==> config.mk <==
export PLATFORM = sky130hd
export DESIGN_NAME = sar_serial_if
export DESIGN_NICKNAME = d
export VERILOG_FILES = /design/src/rtl/sar_if_pkg.sv /design/src/rtl/edge_sync.sv /design/src/rtl/frame_seq.sv /design/src/rtl/power_ctl.sv /design/src/rtl/sar_serial_if.sv
export SDC_FILE = /design/constraint.sdc
export NUM_CORES = 1
export LEC_CHECK = 0
export ABC_AREA = 1
export CORE_AREA = 2 2 68 87
export CTS_BUF_LIST = sky130_fd_sc_hd__clkbuf_8
export DETAILED_ROUTE_END_ITERATION = 8
export DIE_AREA = 0 0 70 89
export DONT_BUFFER_PORTS = 1
export GPL_TIMING_DRIVEN = 0
export SYNTH_ARGS = -nofsm -noshare
export SYNTH_HDL_FRONTEND = slang
export SYNTH_SLANG_ARGS = --single-unit
==> constraint.sdc <==
create_clock -name clk -period 3.79 [get_ports clk]
set_input_delay 0.1895 -clock clk [delete_from_list [all_inputs] [get_ports clk]]
set_output_delay 0.1895 -clock clk [all_outputs]
set_load 0.01 [all_outputs]
==> src/rtl/sar_if_pkg.sv <==
package sar_if_pkg;
  localparam int FRAME_LEN         = 16;
  localparam int LEAD_ZEROS        = 4;
  localparam int DOWN_FROM_FALLS   = 2;
  localparam int KEEP_UP_FALLS     = 10;
  localparam int TRACK_AFTER_FALLS = 13;
  localparam int CNT_W             = $clog2(FRAME_LEN + 1);

  typedef enum logic [1:0] {
    PW_ON   = 2'd0,
    PW_OFF  = 2'd1,
    PW_RAMP = 2'd2
  } pwr_state_e;
endpackage

==> src/rtl/edge_sync.sv <==
module edge_sync #(
  parameter int STAGES    = 2,
  parameter bit RESET_VAL = 1'b1
) (
  input  logic clk,
  input  logic rst_n,
  input  logic async_in,
  output logic rise,
  output logic fall
);
  localparam int W = STAGES + 1;

  logic [W-1:0] pipe_q;
  logic [W-1:0] pipe_d;

  always_comb begin
    pipe_d = {pipe_q[W-2:0], async_in};
  end

  always_ff @(posedge clk or negedge rst_n) begin
    if (!rst_n) pipe_q <= {W{RESET_VAL}};
    else        pipe_q <= pipe_d;
  end

  assign rise = pipe_q[W-2] & ~pipe_q[W-1];
  assign fall = ~pipe_q[W-2] & pipe_q[W-1];
endmodule

==> src/rtl/frame_seq.sv <==
module frame_seq
  import sar_if_pkg::*;
#(
  parameter int RES_BITS = 12
) (
  input  logic                clk,
  input  logic                rst_n,
  input  logic                cs_fall,
  input  logic                cs_rise,
  input  logic                sclk_fall,
  input  logic                sclk_rise,
  input  logic                pwr_on,
  input  logic [RES_BITS-1:0] sample,
  output logic                sdo,
  output logic                sdo_en,
  output logic                hold,
  output logic                frame_valid,
  output logic [CNT_W-1:0]    fall_cnt
);
  localparam int TRAIL_ZEROS = FRAME_LEN - LEAD_ZEROS - RES_BITS;

  logic [FRAME_LEN-1:0] word;

  generate
    if (TRAIL_ZEROS == 0) begin : g_no_trail
      assign word = {{LEAD_ZEROS{1'b0}}, sample};
    end else begin : g_trail
      assign word = {{LEAD_ZEROS{1'b0}}, sample, {TRAIL_ZEROS{1'b0}}};
    end
  endgenerate

  logic                 active_q, active_d;
  logic [CNT_W-1:0]     cnt_q, cnt_d;
  logic [FRAME_LEN-1:0] sh_q, sh_d;
  logic                 en_q, en_d;
  logic                 hold_q, hold_d;
  logic                 ok_q, ok_d;
  logic                 valid_q, valid_d;

  always_comb begin
    active_d = active_q;
    cnt_d    = cnt_q;
    sh_d     = sh_q;
    en_d     = en_q;
    hold_d   = hold_q;
    ok_d     = ok_q;
    valid_d  = 1'b0;
    if (cs_fall) begin
      active_d = 1'b1;
      cnt_d    = '0;
      sh_d     = word;
      en_d     = 1'b1;
      hold_d   = 1'b1;
      ok_d     = pwr_on;
    end else if (cs_rise) begin
      active_d = 1'b0;
      en_d     = 1'b0;
      hold_d   = 1'b0;
    end else if (active_q) begin
      if (sclk_fall) begin
        cnt_d = cnt_q + 1'b1;
        sh_d  = {sh_q[FRAME_LEN-2:0], 1'b0};
        if (cnt_q == CNT_W'(FRAME_LEN - 1)) begin
          active_d = 1'b0;
          en_d     = 1'b0;
          valid_d  = ok_q;
        end
      end else if (sclk_rise && cnt_q >= CNT_W'(TRACK_AFTER_FALLS)) begin
        hold_d = 1'b0;
      end
    end
  end

  always_ff @(posedge clk or negedge rst_n) begin
    if (!rst_n) begin
      active_q <= 1'b0;
      cnt_q    <= '0;
      sh_q     <= '0;
      en_q     <= 1'b0;
      hold_q   <= 1'b0;
      ok_q     <= 1'b0;
      valid_q  <= 1'b0;
    end else begin
      active_q <= active_d;
      cnt_q    <= cnt_d;
      sh_q     <= sh_d;
      en_q     <= en_d;
      hold_q   <= hold_d;
      ok_q     <= ok_d;
      valid_q  <= valid_d;
    end
  end

  assign sdo         = en_q & sh_q[FRAME_LEN-1];
  assign sdo_en      = en_q;
  assign hold        = hold_q;
  assign frame_valid = valid_q;
  assign fall_cnt    = cnt_q;
endmodule

==> src/rtl/power_ctl.sv <==
module power_ctl
  import sar_if_pkg::*;
#(
  parameter int PWRUP_CYCLES = 100
) (
  input  logic             clk,
  input  logic             rst_n,
  input  logic             cs_fall,
  input  logic             cs_rise,
  input  logic [CNT_W-1:0] fall_cnt,
  output logic             power_good
);
  localparam int TMR_W = $clog2(PWRUP_CYCLES + 1);

  pwr_state_e       st_q, st_d;
  logic [TMR_W-1:0] tmr_q, tmr_d;
  logic             armed_q, armed_d;
  logic             tmr_en, reached_keep, in_down_win, tmr_done;

  assign reached_keep = fall_cnt >= CNT_W'(KEEP_UP_FALLS);
  assign in_down_win  = (fall_cnt >= CNT_W'(DOWN_FROM_FALLS)) && !reached_keep;
  assign tmr_done     = tmr_q == TMR_W'(PWRUP_CYCLES);
  assign tmr_en       = (st_q == PW_RAMP) && !tmr_done;

  always_comb begin
    st_d    = st_q;
    tmr_d   = tmr_q;
    armed_d = armed_q;
    if (tmr_en) tmr_d = tmr_q + 1'b1;
    case (st_q)
      PW_ON: begin
        if (cs_rise && in_down_win) st_d = PW_OFF;
      end
      PW_OFF: begin
        if (cs_fall) begin
          st_d    = PW_RAMP;
          tmr_d   = '0;
          armed_d = 1'b0;
        end
      end
      PW_RAMP: begin
        if (reached_keep) armed_d = 1'b1;
        if (cs_rise && !armed_q && !reached_keep) st_d = PW_OFF;
        else if ((armed_q || reached_keep) && tmr_done) st_d = PW_ON;
      end
      default: st_d = PW_ON;
    endcase
  end

  always_ff @(posedge clk or negedge rst_n) begin
    if (!rst_n) begin
      st_q    <= PW_ON;
      tmr_q   <= '0;
      armed_q <= 1'b0;
    end else begin
      st_q    <= st_d;
      tmr_q   <= tmr_d;
      armed_q <= armed_d;
    end
  end

  assign power_good = st_q == PW_ON;
endmodule

==> src/rtl/sar_serial_if.sv <==
module sar_serial_if
  import sar_if_pkg::*;
#(
  parameter int RES_BITS     = 12,
  parameter int SYNC_STAGES  = 2,
  parameter int PWRUP_CYCLES = 100
) (
  input  logic                clk,
  input  logic                rst_n,
  input  logic                cs_n,
  input  logic                sclk,
  input  logic [RES_BITS-1:0] sample,
  output logic                sdo,
  output logic                sdo_en,
  output logic                hold,
  output logic                power_good,
  output logic                frame_valid
);
  logic             cs_rise, cs_fall, sclk_rise, sclk_fall;
  logic [CNT_W-1:0] fall_cnt;

  edge_sync #(.STAGES(SYNC_STAGES), .RESET_VAL(1'b1)) u_cs_sync (
    .clk(clk), .rst_n(rst_n), .async_in(cs_n), .rise(cs_rise), .fall(cs_fall)
  );

  edge_sync #(.STAGES(SYNC_STAGES), .RESET_VAL(1'b1)) u_sclk_sync (
    .clk(clk), .rst_n(rst_n), .async_in(sclk), .rise(sclk_rise), .fall(sclk_fall)
  );

  frame_seq #(.RES_BITS(RES_BITS)) u_frame (
    .clk(clk), .rst_n(rst_n),
    .cs_fall(cs_fall), .cs_rise(cs_rise),
    .sclk_fall(sclk_fall), .sclk_rise(sclk_rise),
    .pwr_on(power_good), .sample(sample),
    .sdo(sdo), .sdo_en(sdo_en), .hold(hold),
    .frame_valid(frame_valid), .fall_cnt(fall_cnt)
  );

  power_ctl #(.PWRUP_CYCLES(PWRUP_CYCLES)) u_power (
    .clk(clk), .rst_n(rst_n),
    .cs_fall(cs_fall), .cs_rise(cs_rise),
    .fall_cnt(fall_cnt), .power_good(power_good)
  );
endmodule

Word-level counts from Yosys, hierarchy flattened:

Index checks and enable logic that the tools add are counted.

* latch bits: 0
* memory bits (writable): 0
* flip-flop bits (word level): 42
* word-level logic and storage cells: 99
* memories kept: 0
* bits of input ports: 16
* memory bits (read-only): 0
* output and inout bits: 5

* mux-type cells: 39
* shifts and indexed selects: 0
* reductions and logical operators: 24
* equality and inequality tests: 10
* multiply operators: 0
* $lt $le $gt $ge: 3
* $add $sub $neg: 2
* divide/modulo/power cells: 0
* bitwise operators: 9

Operators with widths (count)
* 16-bit two-way mux: 4
* 1-bit two-way mux: 22
* 7-bit two-way mux: 3
* 5-bit two-way mux: 4
* 3-bit AND reduction: 5
* 3-bit nonzero test: 4
* 5-bit by 4-bit greater-or-equal comparator with 1-bit output (second input constant): 2
* 2-bit two-way mux: 4
* 7-bit by 1-bit adder with 7-bit output (second input constant): 1
* 7-bit == test (second input constant): 1
* 1-bit logical AND: 7
* 2-bit one-hot mux with 3 select lines: 1
* 2-bit nonzero test: 3
* 5-bit by 1-bit adder with 5-bit output (second input constant): 1
* 1-bit AND: 5
* 5-bit by 4-bit == test with 1-bit output (second input constant): 1
* 5-bit by 2-bit greater-or-equal comparator with 1-bit output (second input constant): 1
* 2-bit by 1-bit != test with 1-bit output (second input constant): 2
* 2-bit != test (second input constant): 2
* 1-bit inverter: 4
* 1-bit logical NOT: 3
* 3-bit by 2-bit != test with 1-bit output (second input constant): 1
* 3-bit != test (second input constant): 1
* 2-bit by 1-bit == test with 1-bit output (second input constant): 1
* 4 further kinds: 4

Depth between registers and ports, before layout:

Gate-level depths: netlist (run 1).

* word-level depth: 8
* mapped depth: 11
* depth with buffers taken out: 11

Modules after synthesis:

From an unflattened synthesis (run 1), not the netlist that was laid out.

* cell total of the unflattened synthesis: 253
* area, all modules: 2068.2 µm²

Modules (own cells, without submodules)
* frame_seq: cells each 146, instances 1, sequential area each 650.6 µm², area an instance 1229.9 µm²
* power_ctl: cells each 93, instances 1, sequential area each 250.2 µm², area an instance 650.6 µm²
* edge_sync: cells each 7, instances 2, sequential area each 78.8 µm², area an instance 93.8 µm²

Least setup slack after synthesis (run 1):

OpenSTA, ideal clock, no wires.

* path type: register to register
* from: register u_cs_sync.pipe_q[1]
* to: register u_frame.sh_q[10]
* cell stages (with the launch flop): 10
* setup time: 0.119 ns
* period minus slack after synthesis: 1.554 ns
* path slack: 2.236 ns
* data arrival time: 1.434 ns
* path buffers: 1
* cell sequence: dfstp_2 inv_1 ha_1 inv_1 nand2_2 nand2_4 inv_8 buf_4 o22ai_1 nor2_1

* cells in the longest elaborated chain, start to end: 4

RTL lines
* from (decl): RTL line edge_sync.sv:13 `logic [W-1:0] pipe_q;`
* from (signal assigned): RTL line edge_sync.sv:21 `if (!rst_n) pipe_q <= {W{RESET_VAL}};`
* from (signal assigned): RTL line edge_sync.sv:22 `else pipe_q <= pipe_d;`
* 1-bit inverter *: RTL line edge_sync.sv:26 `assign fall = ~pipe_q[W-2] & pipe_q[W-1];`
* 1-bit AND *: RTL line edge_sync.sv:26
* named net cs_fall: RTL line sar_serial_if.sv:19 `logic cs_rise, cs_fall, sclk_rise, sclk_fall;`
* 2-bit != test (no source line) / 2-bit nonzero test (equally long branches)
* 3-bit AND reduction (no source line)
* to (signal assigned): RTL line frame_seq.sv:78 `sh_q <= '0;`
* to (signal assigned): RTL line frame_seq.sv:86 `sh_q <= sh_d;`
* to (decl): RTL line frame_seq.sv:34 `logic [FRAME_LEN-1:0] sh_q, sh_d;`

Mark *: on every way through the listed nets, which the timed path passes. The rest lies on a longest branch.
A chain may end at the register's enable or synchronous reset.

Final worst setup path (run 1):

Ends and elaborated chain as after synthesis.

==> metrics, run 1 <==
Largest delay share family, worst path flip-flops; Crit Path Max Fanout 10; area occupied by multi-input gates 803 µm²; Synth Warn # 0; static leakage 1.05 nW; synthesized area 2050 µm²; Worst Skew 0.00895 ns; compound-gate portion of the synthesized area 0.123; XOR/XNOR Fraction of Synth Area 0.00427; final core utilization 0.427; drt pass-1 iters 4; initial antenna violation count 0; die area 6230 µm²; largest family of logic cells by synthesized area simple AND/OR/NAND/NOR gates; Detail Route Antenna Nets 0; nets 265; Clock Latency Late Sink 0.29 ns; via/cell ratio 4.90; syn nets 254; Post-Route WL 3670 µm; via count 1494; Worst setup SP type register; sequential share of the synthesized area 0.516; I/O pin total 21; Final min period 1.71 ns; Hold WS 0.0345 ns; DRC 0; Synth area leader dfrtp_1; Crit. End Element register; status finished clean; layout cells sized above 1 0.137; busiest grt layer met2; CP required 3.97 ns; Post-Synthesis Cells 229; Max Cap Viol 0; worst vdd ir 282 µV; Adder-Cell Fraction of Synth Area 0.0549; Sequential Area 1060 µm²; CP max stage delay 0.56 ns; CP most frequent cell inv_1; WHS Path Cells 1; fin worst setup slack 2.08 ns; CTS H-tree lvls 2; post-cts gate resize count 0; GRT met1 Usage 0.158; Worst-path clk slew 0.08 ns; Die Y 89 µm; Port Buffers 0; die width 70 µm; Post-synth ARST share 1.00; CTS tree done; Initial Util 0.385; R2R cell count 9; Crit Path Class register to register; Hold Crit Class input port to register; P&R area growth vs syn 10.8%; pwr/cell area 553 nW/µm²; pre-CTS WS 2.09 ns; first-pass GRT wire length 6460 µm; CP Depth 9; RSZ-0062 raised after global routing no; Fmax 0.585 GHz; Num CTS Buffers 5; overall power 1.26 mW; GR Util All Layers 0.132; met2 Usage GRT 0.226; crit share post-route 0.451; Hold Fails Final Rpt 0; vias in the first global route 1443; overflow left after global routing 0; ANT cells 0; Critical-path top delay cell dfstp_2; Layout fillers 549; pin count of the biggest net entering global routing 43; most frequent cells in the layout 36 x nor2_1, 36 x dfrtp_1, 32 x inv_1, 30 x nand2_1, 16 x o22ai_1; Core Area 5330 µm²; Pins Over Slew Limit 0; crit-path cells inv_1 -> ha_1 -> inv_1 -> nand2_2 -> nand2_4 -> inv_8 -> buf_4 -> o22ai_1 -> nor2_1; Relative slew margins 0.762; Post-Synth Simple-Gate Area 0.210; dominant cells by area after synthesis dfrtp_1 44%, dfstp_2 7.7%, nor2_1 6.6%; CTS sink count 42; mux cell area share after synthesis 0; global placer's final weighted congestion 0.740; synthesized flop and latch total 42; Clock Path Buffers 2; GRT met3 Usage 0.0349; syn avg cell area 8.96 µm²; Buf+Inv Stages, Crit Path 4; DR WL/cell 12.0 µm; post-route setup TNS 0 ns; FP Rows 30; Worst Tran Pin Value 0.356 ns; root buf cell clkbuf_8; number of enable flip-flop cells after synthesis 0; Post-DP HPWL 2580 µm; Final Setup Violations 0; Netlist cell types 31; post-synth top area share 0.439; ys flop type dfrtp_1; CP Data Arrival Time 1.89 ns; drt initial violations 69
## through the flow
step / area, µm² / cells
5_1_grt: 2270 / 305
3_5_place_dp: 2130 / 293
4_1_cts: 2270 / 305
3_3_place_gp: 2130 / 293
6_report: 2270 / 305
2_1_floorplan: 2050 / 229
## cells in the mapped netlist, types with 2 or more instances
library cell and instances:
nor3_1 2, dfstp_2 6, dfrtp_1 36, inv_2 4, inv_1 31, nor2_1 36, nand3_1 13, nor2_4 2
nor2_2 2, nand4_1 3, o21ai_0 9, o22ai_1 16, nand2_1 30, a21oi_1 12, ha_1 9, buf_6 3
## power breakdown
group          switching (mW)  internal (mW)
clock network           0.149          0.144
logic                   0.204          0.130
registers              0.0783          0.552
total                   0.431          0.827
## flip-flops by register name, indices dropped and copies added, names as in the netlist, 2 cells and up
| signal | cells |
|---|---|
| u_cs_sync.pipe_q | 3 |
| u_frame.fall_cnt | 5 |
| u_frame.sh_q | 16 |
| u_power.st_q | 2 |
| u_power.tmr_q | 7 |
| u_sclk_sync.pipe_q | 3 |
## layer usage
layer | share of wire | routed length [µm] | up-vias
met3 | 0.041 | 149 | 4
li1 | - | - | 767
met2 | 0.48 | 1750 | 23
met4 | 0.013 | 46 | 0
met1 | 0.47 | 1730 | 700
met5 | 0 | 0 | -
## final timing paths
check	startpoint	endpoint	slack, ns
max	u_cs_sync.pipe_q[1]	u_frame.sh_q[10]	2.08
min in group asynchronous	rst_n	u_power.tmr_q[3]	0.34
min	sample[0]	u_frame.sh_q[0]	0.03
min reg2reg	u_cs_sync.pipe_q[0]	u_cs_sync.pipe_q[1]	0.35
max in group asynchronous	rst_n	u_sclk_sync.pipe_q[1]	3.17
max reg2reg	u_cs_sync.pipe_q[1]	u_frame.sh_q[10]	2.08
## what timing repair did
item | 4_1_cts | 5_1_grt
hold buffers | 4 | 0
setup buffers | 0 | 0
hold endpoints to repair | 44 | 0
## worst reg2reg max path, cell delays in order, from the launching register on
cell and delay (ns):
dfstp_2 0.56, inv_1 0.05, ha_1 0.21, inv_1 0.10
nand2_2 0.07, nand2_4 0.15, inv_8 0.07, buf_4 0.17
o22ai_1 0.17, nor2_1 0.06
## layout make-up
class | count | share of cell area
plain buffers | 4 | 0.0182
clock buffers | 6 | 0.0363
clock inverters | 2 | 0.00385
inverters | 37 | 0.0655
multi-input cells | 146 | 0.353
flip-flops and latches | 42 | 0.466
well taps | 64 | 0.0352
repair buffers | 4 | 0.0220
## cells by family (layout without fill, tap and decap cells)
group                    after synthesis  count (layout)
AO/OA/AOI/OAI                         43              43
XOR/XNOR                               1               1
adder cells (fa/ha/maj)                9               9
buffers and inverters                 41              53
flip-flops                            42              42
AND/OR/NAND/NOR                       93              93
No activity file was read; power rests on OpenSTA's default activity.
==> run 2, diff against run 1 <==
==> constraint.sdc (replaced) <==
create_clock -name clk -period 1.7 [get_ports clk]
set_input_delay 0.085 -clock clk [delete_from_list [all_inputs] [get_ports clk]]
set_output_delay 0.085 -clock clk [all_outputs]
set_load 0.01 [all_outputs]
==> run 2 against run 1 <==
Compared with the run above: clock power up 120%; core utilization is 2.9 points higher; first-iteration DRC count decreased by 19%; global-route usage rose by 0.36 points; register-to-register slack worse by 2.0 ns; combinational power is 140% higher; non-clock buffer count is 14 higher; sequential power is 120% higher; die area unchanged; clock-buffer cell count unchanged; total power up 130%; critical path type unchanged.
==> metrics, run 2 (synthesis gave the netlist of run 1 again) <==
status finished clean; GR Util All Layers 0.136; via count 1542; Pins Over Slew Limit 0; CP Data Arrival Time 1.76 ns; most frequent cells in the layout 35 x nor2_1, 35 x dfrtp_1, 31 x inv_1, 30 x nand2_1, 15 x dlygate4sd3_1; Port Buffers 0; pin count of the biggest net entering global routing 43; via/cell ratio 4.83; CP max stage delay 0.54 ns; Crit Path Class register to register; overall power 2.85 mW; Die Y 89 µm; Num CTS Buffers 5; Finished Layout Cells 319; overflow left after global routing 0; worst r2r src u_cs_sync.pipe_q[2]; Layout fillers 529; Worst Tran Pin Value 0.323 ns; dpl cell area 2130 µm²; Critical-path top delay cell dfstp_2; RSZ-0062 raised after global routing no; die area 6230 µm²; ANT cells 0; layout cells sized above 1 0.161; DRC 0; nets 279; die width 70 µm; Core Area 5330 µm²; worst vdd ir 631 µV; I/O pin total 21; Final min period 1.59 ns; R2R cell count 9; crit-path cells inv_1 -> ha_1 -> inv_1 -> nand2_4 -> buf_4 -> nor2_1 -> nand2_1 -> o21ai_1 -> nor2_1; pwr/cell area 1180 nW/µm²; initial antenna violation count 0; CTS tree done; post-route setup TNS 0 ns; global placer's final weighted congestion 0.740; sequential power share 0.495; Max Cap Viol 0; max reg flops 16; switching pwr 0.977 mW; P&R area growth vs syn 18.3%; reg-to-reg endpoint u_frame.fall_cnt[3]; drt pass-1 iters 4; Worst Skew 0.00847 ns; Inst Count DP 293; Detail Route Antenna Nets 0; fin worst setup slack 0.113 ns; combinational power share 0.276; Post-Route WL 3770 µm; Relative slew margins 0.784; CTS H-tree lvls 2; pre-CTS WS 0.00317 ns; Net Sw Frac 0.342; Crit. End Element register; CTS sink count 42; Worst-path clk slew 0.08 ns; FF-to-FF setup slack 0.11 ns; Clock Latency Late Sink 0.29 ns; CP required 1.88 ns; DR WL/cell 11.8 µm; Worst setup SP type register; Hold Fails Final Rpt 0; FP Rows 30; Pint 1.88 mW; Hold Crit Class input port to async pin; design area 2430 µm²; first-pass GRT wire length 6670 µm; Post-DP HPWL 2580 µm; root buf cell clkbuf_8; final core utilization 0.455; crit share post-route 0.934; vias in the first global route 1509; Clock Path Buffers 2; Fmax 0.630 GHz; Initial Util 0.385; static leakage 1.11 nW; Crit Path Max Fanout 5; Largest Register u_frame.sh_q; Final Setup Violations 0; Hold WS 0.238 ns; Clock power frac 0.229; drt initial violations 56
run 2: changes by cell type in the layout (fill, tap and decap cells not counted), sizes merged:
| cell | before | now |
|---|---|---|
| buf | 5 | 7 |
| dlygate4sd3 | 3 | 15 |
run 2: worst max-delay path by stage:
stage	startpoint	endpoint	slack (ns)	cells after the start
after floorplan	u_cs_sync.pipe_q[1]	u_frame.sh_q[11]	0.15	9
after global routing	u_cs_sync.pipe_q[2]	u_frame.fall_cnt[3]	0.002	9
final	u_cs_sync.pipe_q[2]	u_frame.fall_cnt[3]	0.11	9
after global placement	u_cs_sync.pipe_q[2]	u_power.tmr_q[1]	-0.01	7
after CTS	u_cs_sync.pipe_q[1]	u_frame.sh_q[8]	0.01	9
after detailed placement	u_cs_sync.pipe_q[1]	u_frame.sh_q[8]	0.003	9
run 2: what timing repair did:
| action | CTS | global route |
|---|---|---|
| setup buffers | 3 | 0 |
| setup endpoints to repair | 6 | 13 |
| pin swaps | 1 | 1 |
| endpoints found under the hold margin | 56 | 0 |
| hold buffers | 16 | 0 |
| gates cloned | 0 | 0 |
| gates resized for setup | 1 | 8 |
run 2: routing by layer:
layer	vias to the layer above	part of all wire	GRT usage
li1	793	-	-
met4	0	0.012	0.0577
met1	718	0.46	0.164
met5	-	0	0
met3	4	0.037	0.0327
met2	27	0.49	0.234
run 2: worst max-delay path, delay by kind of cell, from the launching register on:
kind | cells | cell delay [ns]
AO/OA/AOI/OAI | 1 | 0.13
AND/OR/NAND/NOR | 4 | 0.33
adder cells (fa/ha/maj) | 1 | 0.17
buffers and inverters | 3 | 0.30
flip-flops | 1 | 0.54
run 2: layout make-up:
| class | count | area [µm²] | share of cell area |
|---|---|---|---|
| multi-input combinational | 146 | 821 | 0.338 |
| sequential | 42 | 1060 | 0.437 |
| inverter | 37 | 149 | 0.0613 |
| clock buffer | 6 | 82.6 | 0.0340 |
| clock inverter | 2 | 8.76 | 0.00361 |
| tap | 64 | 80.1 | 0.0330 |
| buffer | 3 | 33.8 | 0.0139 |
| timing repair buffer | 19 | 193 | 0.0794 |
run 2: power groups by stage:
stage               sequential (mW)  combinational (mW)  clock, mW
floorplan                      1.38               0.603          0
global placement               1.42               0.709          0
detailed placement             1.43               0.721          0
CTS                            1.41               0.792      0.678
global route                   1.45               0.930      0.719
finish                         1.41               0.789      0.653
